[src/rtl/ptx_pkg.sv]
package ptx_pkg;
    localparam int DUR_W = 15;
    localparam int SYM_W = DUR_W + 1;

    typedef struct packed {
        logic             lvl;
        logic [DUR_W-1:0] dur;
    } sym_t;

    typedef enum logic {
        ST_IDLE = 1'b0,
        ST_RUN  = 1'b1
    } st_e;

    typedef struct packed {
        logic cont;
        logic loop_en;
        logic idle_fix;
        logic idle_lvl;
    } mode_t;
endpackage

[src/rtl/ptx_cfg_shadow.sv]
module ptx_cfg_shadow
    import ptx_pkg::*;
#(
    parameter int LOOP_W = 10,
    parameter int LIM_W  = 7
) (
    input  logic              clk,
    input  logic              rst_n,
    input  logic              upd,
    input  mode_t             mode_in,
    input  logic [LOOP_W-1:0] num_in,
    input  logic [LIM_W-1:0]  lim_in,
    output mode_t             mode_q,
    output logic [LOOP_W-1:0] num_q,
    output logic [LIM_W-1:0]  lim_q
);
    typedef struct packed {
        mode_t             mode;
        logic [LOOP_W-1:0] num;
        logic [LIM_W-1:0]  lim;
    } shadow_t;

    shadow_t sh_d, sh_q;

    always_comb begin
        sh_d = sh_q;
        if (upd) begin
            sh_d.mode = mode_in;
            sh_d.num  = num_in;
            sh_d.lim  = lim_in;
        end
    end

    always_ff @(posedge clk or negedge rst_n) begin
        if (!rst_n) sh_q <= '0;
        else        sh_q <= sh_d;
    end

    assign mode_q = sh_q.mode;
    assign num_q  = sh_q.num;
    assign lim_q  = sh_q.lim;

    // settings move only with the strobe
    assert_hold_without_update_R7: assert property (@(posedge clk) disable iff (!rst_n)
        !upd |=> $stable(sh_q));
endmodule

[src/rtl/ptx_loop_cnt.sv]
module ptx_loop_cnt #(
    parameter int LOOP_W = 10
) (
    input  logic              clk,
    input  logic              rst_n,
    input  logic              clr,
    input  logic              inc,
    input  logic [LOOP_W-1:0] num,
    output logic              term
);
    logic [LOOP_W-1:0] cnt_d, cnt_q;

    always_comb begin
        cnt_d = cnt_q;
        if (clr)      cnt_d = '0;
        else if (inc) cnt_d = cnt_q + LOOP_W'(1);
    end

    always_ff @(posedge clk or negedge rst_n) begin
        if (!rst_n) cnt_q <= '0;
        else        cnt_q <= cnt_d;
    end

    assign term = inc && !clr && (num != '0) && ((cnt_q + LOOP_W'(1)) == num);

    // a clear pulse empties the counter
    assert_clear_zero_R11: assert property (@(posedge clk) disable iff (!rst_n)
        clr |=> (cnt_q == '0));
    // count 0 never terminates
    assert_zero_never_ends_R10: assert property (@(posedge clk) disable iff (!rst_n)
        (num == '0) |-> !term);
endmodule

[src/rtl/ptx_seq_fsm.sv]
module ptx_seq_fsm
    import ptx_pkg::*;
#(
    parameter int ADDR_W = 6,
    parameter int LIM_W  = 7
) (
    input  logic              clk,
    input  logic              rst_n,
    input  logic              tick_en,
    input  logic              upd,
    input  logic              start,
    input  logic              stop,
    input  logic              rdptr_rst,
    input  sym_t              sym,
    input  mode_t             mode,
    input  logic [LIM_W-1:0]  lim,
    input  logic              loop_term,
    output logic              pass_end,
    output logic [ADDR_W-1:0] addr,
    output logic              out_lvl,
    output logic              ev_done,
    output logic              ev_thr,
    output logic              ev_end
);
    typedef struct packed {
        st_e              st;
        logic [ADDR_W-1:0] addr;
        logic [DUR_W-1:0]  cnt;
        logic [LIM_W-1:0]  sent;
        logic              eof_lvl;
        logic              ev_done;
        logic              ev_thr;
        logic              ev_end;
    } seq_t;

    seq_t s_d, s_q;
    logic kill;
    logic is_eof;

    assign kill   = upd && stop;
    assign is_eof = (sym.dur == '0);

    always_comb begin
        s_d         = s_q;
        s_d.ev_done = 1'b0;
        s_d.ev_thr  = 1'b0;
        s_d.ev_end  = 1'b0;
        pass_end    = 1'b0;
        case (s_q.st)
            ST_IDLE: begin
                if (upd && start && !stop) begin
                    s_d.st   = ST_RUN;
                    s_d.cnt  = '0;
                    s_d.sent = '0;
                end
            end
            ST_RUN: begin
                if (kill) begin
                    s_d.st = ST_IDLE;
                end else if (is_eof) begin
                    if (mode.cont) begin
                        pass_end = mode.loop_en;
                        if (mode.loop_en && loop_term) begin
                            s_d.st      = ST_IDLE;
                            s_d.eof_lvl = sym.lvl;
                            s_d.ev_end  = 1'b1;
                        end else begin
                            s_d.addr = '0;
                            s_d.cnt  = '0;
                            s_d.sent = '0;
                        end
                    end else begin
                        s_d.st      = ST_IDLE;
                        s_d.eof_lvl = sym.lvl;
                        s_d.ev_done = 1'b1;
                    end
                end else if (tick_en) begin
                    if ((s_q.cnt + DUR_W'(1)) == sym.dur) begin
                        s_d.addr = s_q.addr + ADDR_W'(1);
                        s_d.cnt  = '0;
                        if (s_q.sent != '1) s_d.sent = s_q.sent + LIM_W'(1);
                        if ((lim != '0) && ((s_q.sent + LIM_W'(1)) == lim))
                            s_d.ev_thr = 1'b1;
                    end else begin
                        s_d.cnt = s_q.cnt + DUR_W'(1);
                    end
                end
            end
            default: s_d.st = ST_IDLE;
        endcase
        if (rdptr_rst) begin
            s_d.addr = '0;
            s_d.cnt  = '0;
        end
    end

    always_ff @(posedge clk or negedge rst_n) begin
        if (!rst_n) s_q <= '0;
        else        s_q <= s_d;
    end

    assign addr    = s_q.addr;
    assign out_lvl = (s_q.st == ST_RUN) ? sym.lvl
                   : (mode.idle_fix ? mode.idle_lvl : s_q.eof_lvl);
    assign ev_done = s_q.ev_done;
    assign ev_thr  = s_q.ev_thr;
    assign ev_end  = s_q.ev_end;

    // no strobe, no start
    assert_idle_without_update_R2: assert property (@(posedge clk) disable iff (!rst_n)
        (s_q.st == ST_IDLE && !upd) |=> (s_q.st == ST_IDLE));
    // strobed stop halts without completion
    assert_stop_halts_R3: assert property (@(posedge clk) disable iff (!rst_n)
        (s_q.st == ST_RUN && kill) |=> (s_q.st == ST_IDLE && !s_q.ev_done));
    // completion is a single-cycle pulse out of a run
    assert_done_single_R5: assert property (@(posedge clk) disable iff (!rst_n)
        s_q.ev_done |=> !s_q.ev_done);
    assert_done_after_run_R5: assert property (@(posedge clk) disable iff (!rst_n)
        s_q.ev_done |-> $past(s_q.st == ST_RUN));
    // pass-count end and completion never coincide
    assert_events_exclusive_R10: assert property (@(posedge clk) disable iff (!rst_n)
        $onehot0({s_q.ev_done, s_q.ev_end}));
    // pointer reset
    assert_pointer_reset_R12: assert property (@(posedge clk) disable iff (!rst_n)
        rdptr_rst |=> (s_q.addr == '0));
    // no tick, no advance
    assert_tick_hold_R13: assert property (@(posedge clk) disable iff (!rst_n)
        (s_q.st == ST_RUN && !tick_en && !is_eof && !rdptr_rst && !kill) |=> $stable(s_q.addr));
endmodule

[src/rtl/ptx_loop_ctrl.sv]
module ptx_loop_ctrl
    import ptx_pkg::*;
#(
    parameter int ADDR_W = 6,
    parameter int LOOP_W = 10,
    parameter int LIM_W  = 7
) (
    input  logic              clk,
    input  logic              rst_n,
    input  logic              tick_en,
    input  logic              cfg_update,
    input  logic              cmd_start,
    input  logic              cmd_stop,
    input  logic              rdptr_rst,
    input  logic              loop_cnt_clr,
    input  logic              cfg_continuous,
    input  logic              cfg_loop_en,
    input  logic [LOOP_W-1:0] cfg_loop_num,
    input  logic [LIM_W-1:0]  cfg_limit,
    input  logic              cfg_idle_fix,
    input  logic              cfg_idle_lvl,
    input  logic [SYM_W-1:0]  sym_rdata,
    output logic [ADDR_W-1:0] sym_raddr,
    output logic              pulse_out,
    output logic              ev_done,
    output logic              ev_thresh,
    output logic              ev_loop_end
);
    mode_t             mode_in, mode_q;
    logic [LOOP_W-1:0] num_q;
    logic [LIM_W-1:0]  lim_q;
    logic              pass_end;
    logic              loop_term;
    sym_t              sym_w;

    assign mode_in = '{cont: cfg_continuous, loop_en: cfg_loop_en,
                       idle_fix: cfg_idle_fix, idle_lvl: cfg_idle_lvl};
    assign sym_w   = sym_t'(sym_rdata);

    ptx_cfg_shadow #(.LOOP_W(LOOP_W), .LIM_W(LIM_W)) u_shadow (
        .clk     (clk),
        .rst_n   (rst_n),
        .upd     (cfg_update),
        .mode_in (mode_in),
        .num_in  (cfg_loop_num),
        .lim_in  (cfg_limit),
        .mode_q  (mode_q),
        .num_q   (num_q),
        .lim_q   (lim_q)
    );

    ptx_loop_cnt #(.LOOP_W(LOOP_W)) u_loops (
        .clk   (clk),
        .rst_n (rst_n),
        .clr   (loop_cnt_clr),
        .inc   (pass_end),
        .num   (num_q),
        .term  (loop_term)
    );

    ptx_seq_fsm #(.ADDR_W(ADDR_W), .LIM_W(LIM_W)) u_seq (
        .clk       (clk),
        .rst_n     (rst_n),
        .tick_en   (tick_en),
        .upd       (cfg_update),
        .start     (cmd_start),
        .stop      (cmd_stop),
        .rdptr_rst (rdptr_rst),
        .sym       (sym_w),
        .mode      (mode_q),
        .lim       (lim_q),
        .loop_term (loop_term),
        .pass_end  (pass_end),
        .addr      (sym_raddr),
        .out_lvl   (pulse_out),
        .ev_done   (ev_done),
        .ev_thr    (ev_thresh),
        .ev_end    (ev_loop_end)
    );
endmodule

[config.mk]
export PLATFORM = sky130hd
export DESIGN_NAME = ptx_loop_ctrl
export DESIGN_NICKNAME = d
export VERILOG_FILES = /design/src/rtl/ptx_pkg.sv /design/src/rtl/ptx_cfg_shadow.sv /design/src/rtl/ptx_loop_cnt.sv /design/src/rtl/ptx_seq_fsm.sv /design/src/rtl/ptx_loop_ctrl.sv
export SDC_FILE = /design/constraint.sdc
export NUM_CORES = 1
export LEC_CHECK = 0
export BUFFER_PORTS_ARGS = -buffer_cell sky130_fd_sc_hd__buf_2
export CAP_MARGIN = 20
export CORE_MARGIN = 2
export CORE_UTILIZATION = 50
export CTS_BUF_LIST = sky130_fd_sc_hd__clkbuf_4 sky130_fd_sc_hd__clkbuf_8 sky130_fd_sc_hd__clkbuf_16
export CTS_CLUSTER_SIZE = 24
export DETAILED_ROUTE_END_ITERATION = 6
export GPL_ROUTABILITY_DRIVEN = 0
export HOLD_SLACK_MARGIN = 0.1
export PLACE_DENSITY = 0.7
export SLEW_MARGIN = 20
export SYNTH_ARGS = -nofsm -noshare
export SYNTH_HDL_FRONTEND = slang
export SYNTH_SLANG_ARGS = --single-unit
[constraint.sdc]
create_clock -name clk -period 5.15 [get_ports clk]
set_input_delay 0.515 -clock clk [delete_from_list [all_inputs] [get_ports clk]]
set_output_delay 0.515 -clock clk [all_outputs]
set_load 0.05 [all_outputs]
==> metrics.txt, run 1 <==
status=completed; setup TNS=0 ns; Worst-Margin Slew=0.941 ns; CP arrival=3.82 ns; clock-pin slew on the worst setup and hold paths=0.07 ns; Flop pwr share=49.0%; Die ar.=9600 sq um; total CTS buffers=9; fmax=278 MHz; CTS Buffer Depth=2; nets@finish=574; Routed met3 length=997 um; residual DRC count=0; hold-fix buffers at CTS=0; largest net degree at the start of global routing=65; Vias/cell=6.22; Slew Viols, Final=0; wire per inst=16.9 um; Synth Area per Inst=9.03 sq um; initial core utilization=51.1%; Fillers=769; Ys Warns=0; Design Power=1.11 mW; Comb power frac=12.9%; Slew HR=37.0%; WL met2=4710 um; RSZ-0062 raised after global routing=no; placed cell areas=4680 sq um; Post-Syn Area=4420 sq um; DRT iter0 DRCs=296; min cycle time layout=3.59 ns; wl on met1=4880 um; die extent in y=98.0 um; switch share=27.2%; max cap viols=0; Primary FF master, synth=dfrtp_1; Final Hold Vio Count=0; uppermost routed layer=met4; H-tree depth=3; worst skew pair latency=0.34 ns; maximum VDD drop=176 uV; Final Instance Area=4870 sq um; Clock power frac=38.1%; final setup vio count=0; crit share post-route=69.7%; GR Overflow Total=0; postcts setup bufs=0; Sink Count=64; Power Density=228 nW/um^2; Distinct cells, synth=62; Leak=1.97 nW; critical path type=reg -> reg; global-route wire length before repair=18500 um; Root Driver=clkbuf_8; WP data required=5.38 ns; die width=98.0 um; clock skew=0.00698 ns; share of synthesized registers carrying an async set or reset=100%; CTS tree=built; Area growth syn-to-layout=10.3%; share of layout cells above drive strength 1=21.9%; Synth Net Count=538; Max Fanout on Critical Path=8; number of global-route vias before repair=3790; min-delay worst type=in -> async; HPWL after DPL=7900 um; post-detailed-routing wire length=10800 um; crit path launch type=register; final core occ=56.4%; Pre-antenna DRT Iters=5; Inserted Diodes=0; Core ar.=8640 sq um; sw power=0.302 mW; Mapped Cells=489; initial antenna violation count=0; DR vias=3969; Critical Path End Type=register; Post-synth EDFFs=0; Routed Antenna Nets=0; # rows=34; overall routing resource usage=23.6%; internal power=0.807 mW; I/O pins=55; sequential share of the synthesized area=36.3%; CTS resizes=0; Port-buffer cells=54; synthesis-stage register bit count=64
==> kinds of logic (layout without fill, tap and decap cells) <==
| group | Yosys count | in the layout | synth area share (%) |
|---|---|---|---|
| adders and majority gates | 4 | 4 | 1.13 |
| and+or+nand+nor | 200 | 200 | 25.0 |
| AOI/OAI and AO/OA | 107 | 107 | 17.4 |
| DFF | 64 | 64 | 36.3 |
| xor gates and xnor gates | 37 | 37 | 7.34 |
| buffers and inverters | 47 | 88 | 5.07 |
| muxes | 30 | 30 | 7.76 |
==> layout by cell type (no fill, tap or decap), types with 4 or more instances in the layout <==
cell type	synthesis	layout
clkbuf_8	0	12
mux2_2	24	24
and3_1	10	10
or4_1	6	6
o31ai_1	5	5
or2_2	4	4
a32oi_1	9	9
a211oi_1	5	5
inv_1	15	15
nand3b_1	4	4
nand3_1	23	23
nor3_1	16	16
buf_2	5	54
a31oi_1	4	4
xor2_1	16	16
o21ai_0	24	24
nor2b_1	6	6
ha_1	4	4
or3_1	7	7
o211ai_1	6	6
nor4_1	10	10
a31o_2	4	4
and2_1	6	6
dfrtp_1	64	64
o311ai_0	4	4
nand4_1	12	12
mux2i_1	5	5
a21oi_1	10	10
nor2_1	27	27
nand2_1	43	43
nand4b_1	6	6
xnor2_1	21	21
nand2b_1	8	8
==> registers in the layout, summed over array words and instances, names as in the netlist <==
register,cells
u_seq.ev_thr,1
u_loops.cnt_q,10
u_seq.ev_done,1
u_seq.s_q,24
u_seq.ev_end,1
u_shadow.mode_q,4
u_seq.addr,6
u_shadow.num_q,10
u_shadow.lim_q,7
==> cell type report <==
class | instances | area (sq um) | area share [%]
Clock buffer | 14 | 180 | 3.70
Clock inverter | 2 | 12.5 | 0.257
Inverter | 15 | 56.3 | 1.16
Multi-Input combinational cell | 378 | 2590 | 53.2
Sequential cell | 64 | 1600 | 32.9
Tap cell | 108 | 135 | 2.78
Timing Repair Buffer | 57 | 293 | 6.01
==> power groups by stage <==
| stage | sequential, mW | clock, mW | combinational, mW |
|---|---|---|---|
| floorplan | 0.545 | 0 | 0.0921 |
| global route | 0.547 | 0.453 | 0.160 |
| global placement | 0.552 | 0 | 0.140 |
| finish | 0.544 | 0.422 | 0.143 |
| CTS | 0.543 | 0.429 | 0.143 |
| detailed placement | 0.553 | 0 | 0.143 |
==> worst paths after layout <==
path                          startpoint           endpoint  slack (ns)  depth (start not counted)
max                        u_seq.s_q[11]       u_seq.s_q[6]        1.56                          8
min in group clk            cfg_limit[1]  u_shadow.lim_q[1]        0.40                          2
max reg2reg                u_seq.s_q[11]       u_seq.s_q[6]        1.56                          8
max in group asynchronous          rst_n      u_seq.ev_done        4.25                          2
min reg2reg                 u_seq.s_q[3]       u_seq.s_q[3]        0.51                          1
min                                rst_n      u_seq.addr[3]        0.34                          2
==> critical path, stage by stage (launching register included) <==
cell and delay [ns]:
dfrtp_1 0.47, ha_1 0.38, nand4_4 0.18, or4_4 0.63, a221oi_1 0.34, nand4b_1 0.14
nor4_1 0.61, o21bai_1 0.33, a221o_1 0.41
==> synth_stat cells, types with 6 or more instances <==
library cell / number / area share [%]
or3_1: 7 / 0.99
nor3_1: 16 / 1.8
nand3_1: 23 / 2.6
and2_1: 6 / 0.85
nor4_1: 10 / 1.4
xnor2_1: 21 / 4.2
nor2_1: 27 / 2.3
or4_1: 6 / 1.0
dfrtp_1: 64 / 36
o21ai_0: 24 / 2.7
nor2b_1: 6 / 0.85
inv_1: 15 / 1.3
clkbuf_1: 18 / 1.5
nand4_1: 12 / 1.7
o211ai_1: 6 / 1.0
nand2_1: 43 / 3.7
and3_1: 10 / 1.4
mux2_2: 24 / 6.1
nand4b_1: 6 / 1.2
buf_4: 7 / 1.2
a32oi_1: 9 / 1.8
xor2_1: 16 / 3.2
a21oi_1: 10 / 1.1
nand2b_1: 8 / 1.1
==> per-layer routing <==
layer / vias to the layer above / global-route usage, %
met5: - / 0
met4: 0 / 9.94
met3: 17 / 5.23
met2: 199 / 35.1
met1: 1859 / 33.4
li1: 1894 / -
==> metrics by stage <==
step	setup slack (ns)	std cells	hold WS, ns
floorplan	2.12	489	0.219
global placement	1.64	622	0.492
detailed placement	1.62	622	0.498
CTS	1.62	638	0.393
global route	1.28	638	0.387
finish	1.56	638	0.344
No activity file was read; power rests on OpenSTA's default activity.
==> inputs of run 2 (changes only) <==
clock period = 3.55 ns   (was 5.15 ns; I/O delays follow)
==> metrics.txt, run 2 (synthesized netlist as in run 1, its figures left out) <==
status=completed; hold slack=0.240 ns; Final Instance Area=4970 sq um; GR Overflow Total=0; CTS resizes=0; WP data required=3.74 ns; Pre-antenna DRT Iters=5; HPWL after DPL=8290 um; maximum VDD drop=348 uV; most common cell after layout, fill and taps aside=dfrtp_1; fmax=309 MHz; sw power=0.437 mW; Worst-Margin Slew=0.815 ns; setup TNS=0 ns; Vias/cell=6.25; multi-input logic area=2590 sq um; number of global-route vias before repair=3880; Fillers=761; Design Power=1.63 mW; crit path max-delay cell type=or4_4; share of layout cells above drive strength 1=23.6%; RSZ-0062 raised after global routing=no; critical path type=reg -> reg; Slowest Stage Delay on Critical Path=0.62 ns; max reg flops=24; internal power=1.19 mW; crit path launch type=register; clock skew=0.0106 ns; min cycle time layout=3.24 ns; initial core utilization=51.1%; DR vias=4067; CP most frequent cell=or4_4; hold-fix buffers at CTS=1; Slew Viols, Final=0; clock-pin slew on the worst setup and hold paths=0.07 ns; final setup vio count=0; placed cell areas=4770 sq um; crit share post-route=91.2%; overall routing resource usage=24.1%; Comb power frac=13.1%; Slew HR=45.4%; postcts setup bufs=0; post-detailed-routing wire length=11200 um; Root Driver=clkbuf_8; Leak=2.04 nW; min-delay worst type=in -> reg; R2R Setup Slk=0.31 ns; wire per inst=17.2 um; Critical Path End Type=register; # rows=34; global-route wire length before repair=19000 um; DRT iter0 DRCs=234; Inserted Diodes=0; H-tree depth=3; I/O pins=55; die extent in y=98.0 um; Sequential Area=1600 sq um; CTS tree=built; Top reg by flops=u_seq.s_q; Routed Antenna Nets=0; Clock power frac=38.4%; nets@finish=588; Sink Count=64; max cap viols=0; die width=98.0 um; residual DRC count=0; CP arrival=3.43 ns; Core ar.=8640 sq um; largest net degree at the start of global routing=32; Max Fanout on Critical Path=10; switch share=26.8%; CTS Buffer Depth=2; crit-path cells=ha_1, nand4_4, or4_4, mux2i_4, o21ai_2, or4_4, nand3b_1, buf_4, o311ai_0; worst skew pair latency=0.34 ns; most frequent cells in the layout=dfrtp_1 (64), buf_2 (54), nand2_1 (43), nor2_1 (27); Port-buffer cells=54; total CTS buffers=9; Flop pwr share=48.4%; initial antenna violation count=0; Final Hold Vio Count=0; Power Density=328 nW/um^2; Die ar.=9600 sq um; Area growth syn-to-layout=12.6%
## run 2: cell count changes in the layout (fill, tap and decap cells not counted)
cell	delta
clkinv_2	+2
clkbuf_4	-1
bufinv_16	+1
buf_4	+13
clkbuf_8	-2
dlygate4sd3_1	+1
clkinvlp_4	-1
## run 2: layout make-up
class	instances	share of cell area [%]
sequential	64	32.2
clock inverter	4	0.906
timing repair buffer	71	8.05
tap	108	2.72
multi-input combinational	378	52.1
inverter	15	1.13
clock buffer	11	2.92
## run 2: power groups by stage
stage	Clock (mW)	Sequential (mW)	Combinational [mW]
final	0.626	0.790	0.214
after global routing	0.671	0.794	0.238
after CTS	0.636	0.789	0.214
after detailed placement	0	0.803	0.212
after global placement	0	0.800	0.206
after floorplan	0	0.791	0.134
## run 2: metal layers
metal  vias to the layer above  wire length (um)  share of wire [%]  track usage [%]
met3                        27               990                8.8             5.15
met4                         0               242                2.2             8.44
met2                       202              5010                 45             37.7
met5                         -                 0                  0                0
met1                      1914              4970                 44             33.3
li1                       1924                 -                  -                -
## run 2: path summary, 6_finish.rpt
check                              startpoint                  to  depth (start not counted)
max                             u_seq.s_q[11]       u_seq.s_q[24]                          9
min                              cfg_limit[2]   u_shadow.lim_q[2]                          2
max reg2reg                     u_seq.s_q[11]       u_seq.s_q[24]                          9
min reg2reg                u_shadow.mode_q[0]  u_shadow.mode_q[0]                          1
max in group asynchronous               rst_n    u_loops.cnt_q[0]                          3
min in group asynchronous               rst_n       u_seq.addr[2]                          2
## run 2: critical path: cells and delay by family (launching register included)
family	cells	cell delay, ns
flip-flops	1	0.48
AND/OR/NAND/NOR	4	1.59
AO/OA/AOI/OAI	2	0.19
multiplexers	1	0.20
adder cells (fa/ha/maj)	1	0.37
buffers and inverters	1	0.23
## run 2: metrics by stage
step / cells / util, % / setup slack, ns
2_1_floorplan: 489 / - / 0.524
4_1_cts: 651 / 57.6 / 0.325
5_1_grt: 651 / 57.6 / 0.0641
6_report: 651 / 57.6 / 0.314
3_3_place_gp: 635 / 55.3 / 0.435
3_5_place_dp: 635 / 55.3 / 0.364
